$ cat src/rtl/gpio_bank_pkg.sv
package gpio_bank_pkg;

    localparam int NUM_BANKS  = 4;
    localparam int DATA_W     = 32;
    localparam int HALF_W     = DATA_W / 2;
    localparam int REG_SEL_W  = 3;
    localparam int BANK_SEL_W = $clog2(NUM_BANKS);
    localparam int MAP_W      = REG_SEL_W + BANK_SEL_W;

    // register index inside a bank; the software map depends on these codes
    typedef enum logic [REG_SEL_W-1:0] {
        REG_DATA  = 3'd0,
        REG_PINS  = 3'd1,
        REG_MLO   = 3'd2,
        REG_MHI   = 3'd3,
        REG_DIR   = 3'd4,
        REG_OEN   = 3'd5,
        REG_IDIS  = 3'd6,
        REG_IMSK  = 3'd7
    } reg_sel_e;

    function automatic int bank_width(input int b);
        case (b)
            1:       return 22;
            default: return DATA_W;
        endcase
    endfunction

    function automatic int bank_offset(input int b);
        int acc;
        acc = 0;
        for (int k = 0; k < b; k++) acc += bank_width(k);
        return acc;
    endfunction

    function automatic int total_pins();
        return bank_offset(NUM_BANKS);
    endfunction

endpackage

$ cat src/rtl/gpio_addr_dec.sv
module gpio_addr_dec
    import gpio_bank_pkg::*;
#(
    parameter int ADDR_W = 8
) (
    input  logic [ADDR_W-1:0]     addr,
    input  logic                  wr,
    output logic                  hit,
    output reg_sel_e              sel,
    output logic [BANK_SEL_W-1:0] bank,
    output logic [NUM_BANKS-1:0]  bank_wr
);

    always_comb begin
        sel     = reg_sel_e'(addr[REG_SEL_W-1:0]);
        bank    = addr[MAP_W-1:REG_SEL_W];
        hit     = (addr[ADDR_W-1:MAP_W] == '0);
        bank_wr = '0;
        if (wr && hit) bank_wr[bank] = 1'b1;
    end

endmodule

$ cat src/rtl/gpio_in_sync.sv
module gpio_in_sync #(
    parameter int WIDTH = 8
) (
    input  logic             clk,
    input  logic             rst_n,
    input  logic [WIDTH-1:0] async_in,
    output logic [WIDTH-1:0] sync_out
);

    typedef struct packed {
        logic [WIDTH-1:0] meta;
        logic [WIDTH-1:0] stable;
    } sync_st_t;

    sync_st_t st_d, st_q;

    always_comb begin
        st_d        = st_q;
        st_d.meta   = async_in;
        st_d.stable = st_q.meta;
    end

    always_ff @(posedge clk or negedge rst_n) begin
        if (!rst_n) st_q <= '0;
        else        st_q <= st_d;
    end

    assign sync_out = st_q.stable;

endmodule

$ cat src/rtl/gpio_bank_regs.sv
module gpio_bank_regs
    import gpio_bank_pkg::*;
#(
    parameter int WIDTH = DATA_W
) (
    input  logic              clk,
    input  logic              rst_n,
    input  logic              wr_en,
    input  reg_sel_e          sel,
    input  logic [DATA_W-1:0] wdata,
    output logic [WIDTH-1:0]  dout_q,
    output logic [WIDTH-1:0]  dir_q,
    output logic [WIDTH-1:0]  oen_q,
    output logic [WIDTH-1:0]  imask_q
);

    typedef struct packed {
        logic [WIDTH-1:0] dout;
        logic [WIDTH-1:0] dir;
        logic [WIDTH-1:0] oen;
        logic [WIDTH-1:0] imask;
    } bank_st_t;

    bank_st_t st_d, st_q;

    always_comb begin
        st_d = st_q;
        if (wr_en) begin
            case (sel)
                REG_DATA: st_d.dout = wdata[WIDTH-1:0];
                REG_MLO: begin
                    // mask for bit i sits HALF_W above it; 0 lets the bit change
                    for (int i = 0; i < WIDTH; i++) begin
                        if (i < HALF_W && !wdata[(i + HALF_W) % DATA_W])
                            st_d.dout[i] = wdata[i];
                    end
                end
                REG_MHI: begin
                    for (int i = 0; i < WIDTH; i++) begin
                        if (i >= HALF_W && !wdata[i])
                            st_d.dout[i] = wdata[(i + HALF_W) % DATA_W];
                    end
                end
                REG_DIR:  st_d.dir   = wdata[WIDTH-1:0];
                REG_OEN:  st_d.oen   = wdata[WIDTH-1:0];
                REG_IDIS: st_d.imask = st_q.imask | wdata[WIDTH-1:0];
                default:  st_d = st_q;
            endcase
        end
    end

    always_ff @(posedge clk or negedge rst_n) begin
        if (!rst_n) st_q <= '0;
        else        st_q <= st_d;
    end

    assign dout_q  = st_q.dout;
    assign dir_q   = st_q.dir;
    assign oen_q   = st_q.oen;
    assign imask_q = st_q.imask;

endmodule

$ cat src/rtl/gpio_bank_ctrl.sv
module gpio_bank_ctrl
    import gpio_bank_pkg::*;
#(
    parameter  int ADDR_W = 8,
    localparam int NPINS  = total_pins()
) (
    input  logic              clk,
    input  logic              rst_n,
    input  logic [ADDR_W-1:0] bus_addr,
    input  logic [DATA_W-1:0] bus_wdata,
    input  logic              bus_wr,
    output logic [DATA_W-1:0] bus_rdata,
    input  logic [NPINS-1:0]  pin_in,
    output logic [NPINS-1:0]  pin_out,
    output logic [NPINS-1:0]  pin_oe
);

    logic                  hit;
    reg_sel_e              sel;
    logic [BANK_SEL_W-1:0] bank;
    logic [NUM_BANKS-1:0]  bank_wr;
    logic [NPINS-1:0]      pins_sync;
    logic [DATA_W-1:0]     rd_bank [NUM_BANKS];

    gpio_addr_dec #(.ADDR_W(ADDR_W)) dec_i (
        .addr    (bus_addr),
        .wr      (bus_wr),
        .hit     (hit),
        .sel     (sel),
        .bank    (bank),
        .bank_wr (bank_wr)
    );

    gpio_in_sync #(.WIDTH(NPINS)) sync_i (
        .clk      (clk),
        .rst_n    (rst_n),
        .async_in (pin_in),
        .sync_out (pins_sync)
    );

    for (genvar b = 0; b < NUM_BANKS; b++) begin : g_bank
        localparam int W   = bank_width(b);
        localparam int OFF = bank_offset(b);

        logic [W-1:0]      dout, dir, oen, imask;
        logic [DATA_W-1:0] rd_word;

        gpio_bank_regs #(.WIDTH(W)) regs_i (
            .clk     (clk),
            .rst_n   (rst_n),
            .wr_en   (bank_wr[b]),
            .sel     (sel),
            .wdata   (bus_wdata),
            .dout_q  (dout),
            .dir_q   (dir),
            .oen_q   (oen),
            .imask_q (imask)
        );

        assign pin_out[OFF +: W] = dout;
        assign pin_oe[OFF +: W]  = dir & oen;

        always_comb begin
            case (sel)
                REG_DATA: rd_word = DATA_W'(dout);
                REG_PINS: rd_word = DATA_W'(pins_sync[OFF +: W]);
                REG_DIR:  rd_word = DATA_W'(dir);
                REG_OEN:  rd_word = DATA_W'(oen);
                REG_IMSK: rd_word = DATA_W'(imask);
                default:  rd_word = '0;
            endcase
        end

        assign rd_bank[b] = rd_word;
    end

    always_comb begin
        bus_rdata = hit ? rd_bank[bank] : '0;
    end

endmodule

$ cat config.mk
export PLATFORM = sky130hd
export DESIGN_NAME = gpio_bank_ctrl
export DESIGN_NICKNAME = d
export VERILOG_FILES = /design/src/rtl/gpio_bank_pkg.sv /design/src/rtl/gpio_addr_dec.sv /design/src/rtl/gpio_in_sync.sv /design/src/rtl/gpio_bank_regs.sv /design/src/rtl/gpio_bank_ctrl.sv
export SDC_FILE = /design/constraint.sdc
export NUM_CORES = 1
export LEC_CHECK = 0
export BUFFER_PORTS_ARGS = -buffer_cell sky130_fd_sc_hd__buf_2
export CAP_MARGIN = 40
export CORE_UTILIZATION = 57
export DETAILED_ROUTE_END_ITERATION = 7
export MAX_ROUTING_LAYER = met4
export PLACE_DENSITY_LB_ADDON = 0.25
export SLEW_MARGIN = 20
export SYNTH_ARGS = -nofsm -noshare
export SYNTH_HDL_FRONTEND = slang
export SYNTH_HIERARCHICAL = 1
export SYNTH_SLANG_ARGS = --single-unit
$ cat constraint.sdc
create_clock -name clk -period 2.6 [get_ports clk]
set_clock_uncertainty 0.15 [all_clocks]
set_input_delay 0.52 -clock clk [delete_from_list [all_inputs] [get_ports clk]]
set_output_delay 0.52 -clock clk [all_outputs]
set_load 0.01 [all_outputs]
==> run summary <==
crit end category - primary output
Pre-antenna DRT Iters - 6
power density over the cells - 637 nW/µm²
post-layout minimum cycle time - 3.01 ns
Sw Share - 26.8%
layout cells sized above 1 - 46.1%
reg-to-reg endpoint - g_bank[0].regs_i/dout_q[20]
Async SR Flop Fraction - 100%
final setup margin - -0.410 ns
CP peak stage delay - 0.55 ns
Critical-path top delay cell - o31ai_4
Peak Freq - 0.332 GHz
endpoints failing hold - 0
prevailing post-synth register cell - dfrtp_1
crit-path cells - buf_16, buf_12, nand2_1, buf_4, o32ai_2, o31ai_4, o32ai_4, buf_2
switching power - 7480 µW
gr ovfl total - 0
most frequent cells in the layout - dfrtp_1, buf_2, mux2_2
Final Cycle Share - 116%
core area - 53800 µm²
Via density - 6.59
Crit path max-delay family - compound AO/OA/AOI/OAI gates
Num CTS Buffers - 74
final wirelength - 126000 µm
die area - 55400 µm²
Clock transition at path regs - 0.06 ns
Slew @ Worst Pin - 0.822 ns
Tot GR Track Use - 45.7%
root buffer cell - clkbuf_16
Hold WC Path Type - register to register
first-pass GRT wire length - 179000 µm
VDD IR max - 0.584 mV
# nets final - 3453
GP Congestion - 1.01
Combinational Power Share - 14.8%
vias in the first global route - 27200
final setup TNS - -6.04 ns
initial antenna violation count - 6
final number of setup-violating endpoints - 32
sequential share of power - 44.1%
R2R Setup Slk - 1.45 ns
Slew headroom - 45.2%
clock sinks - 708
worst-path fanout max - 15
Hold Path Origin - sync_i/st_d[33]
Port Buffer Count - 428
synthesized area - 31000 µm²
Worst path depth - 8
Reg-to-Reg Start - g_bank[0].regs_i/dout_q[20]
Layout area overhead - 41.0%
post-layout util - 81.3%
Seq/Total Area, Yosys - 57.1%
TritonCTS clock tree - done
Reg2Reg Depth - 4
WS Path Type - input port to primary output
DIE WIDTH - 235 µm
pins over their slew limit - 0
largest net degree at the start of global routing - 96
RSZ-0062 raised after global routing - yes
MaxCap Viol Count - 0
later-pin clock latency in the skew report - 0.64 ns
internal power - 20400 µW
net count after synthesis - 2602
I/O pins - 429
residual DRC count - 0
starting density of the core - 57.7%
library cells used by synthesis - 67
status - finished, violations left
clock share of power - 41.2%
CP Capture Point - bus_rdata[10]
Die Height - 235 µm
syn avg cell area - 12.7 µm²
commonest non-fill, non-tap cell in the layout - dfrtp_1
Worst EP required - 1.93 ns
LEAKAGE - 0.0215 µW
row count - 85
vias after detailed routing - 26700
Yosys Warn Count - 6
Crit path arrival time - 2.34 ns
Final ANT Viol Nets - 0
violated checks - negative setup slack
Syn Inst Count - 2441
Iteration-0 DRC Markers - 2936
Min Hold Slack - 0.189 ns
crit path launch type - input port
#FFs+latches synth - 708
H-tree depth - 3
Post-synth EDFFs - 0
drt wl/cell - 31.0 µm
DPL Wire Length - 78800 µm
WP buf/inv - 4
CTS Buffer Depth - 3
CP startpoint - bus_addr[0]
[power groups by stage]
stage | Combinational, µW | Sequential (µW) | Clock [µW]
after floorplan | 1290 | 12300 | 0
after global placement | 3030 | 12400 | 0
after detailed placement | 3110 | 12400 | 0
after CTS | 3760 | 12200 | 11500
after global routing | 4280 | 12300 | 11900
final | 4120 | 12300 | 11500
[cell type report]
class                      instances  area, µm²
inverter                          12       51.3
clock buffer                     107       2120
antenna                            9       22.5
fill                            2875      10100
tap                              696        871
sequential                       708      17700
clock inverter                    28        478
multi-input combinational       1539      14400
timing repair buffer             957       8100
[routing by layer]
| layer | share of wire (%) | GRT usage [%] | vias to the layer above |
|---|---|---|---|
| met5 | 0 | - | - |
| met4 | 8.2 | 31.4 | 0 |
| met3 | 11 | 11.2 | 564 |
| met2 | 45 | 67.8 | 1876 |
| met1 | 36 | 55.4 | 13500 |
| li1 | - | - | 10700 |
[state kept, by name, indices dropped and copies added, names as in the netlist]
register and flops:
g_bank.regs_i/imask_q 118, sync_i/st_d 118, g_bank.regs_i/dout_q 118, sync_i/sync_out 118, g_bank.regs_i/dir_q 118, g_bank.regs_i/oen_q 118
[cell usage after synthesis (all sizes together), types with 6 or more instances]
cell	n	area, µm²
clkbuf	49	194
dfrtp	708	17700
nand2	21	81.3
nor2	62	240
a22o	11	96.3
and4b	8	80.1
o2bb2ai	46	403
a21o	144	1080
a211oi	32	245
nand3	23	115
a221oi	16	140
a221o	11	110
a21oi	198	1140
o32ai	21	184
and2	121	757
mux2	310	3490
or3b	17	149
o22ai	32	200
a21boi	15	113
a22oi	60	450
o31ai	6	45.0
nand2b	8	50.1
o21ai	151	756
mux2i	172	1720
inv	10	37.5
buf	133	872
[logic make-up after synthesis]
logic type                synth area share [%]
and+or+nand+nor                           6.00
buffers and inverters                     3.58
AOI/OAI and AO/OA                         16.4
muxes                                     16.9
DFF                                       57.1
xor gates and xnor gates                 0.113
[worst min-delay path by stage]
stage | cells past startpoint | to
after global placement | 0 | sync_i/sync_out[40]
after floorplan | 0 | g_bank[0].regs_i/dir_q[0]
final | 0 | sync_i/sync_out[33]
after global routing | 0 | sync_i/sync_out[25]
after CTS | 0 | sync_i/sync_out[60]
after detailed placement | 0 | sync_i/sync_out[101]
[per-stage QoR]
step	cells	cell area [µm²]	setup WS, ns	total power (µW)
final	4056	43800	-0.410	27900
after global routing	4051	43800	-0.409	28500
after CTS	4026	42600	-0.304	27400
after detailed placement	3701	36300	-0.527	15500
after global placement	3700	36300	-0.497	15400
after floorplan	2441	31200	-0.0939	13600
[repair_timing]
item | 4_1_cts | 5_1_grt
pin swaps | 98 | 115
gates cloned | 18 | 3
resized for setup | 343 | 201
hold buffers | 119 | 0
endpoints found under the hold margin | 145 | 0
setup endpoints to repair | 32 | 32
buffers inserted | 59 | 36
Note: power is estimated with default switching activity, not from simulation.
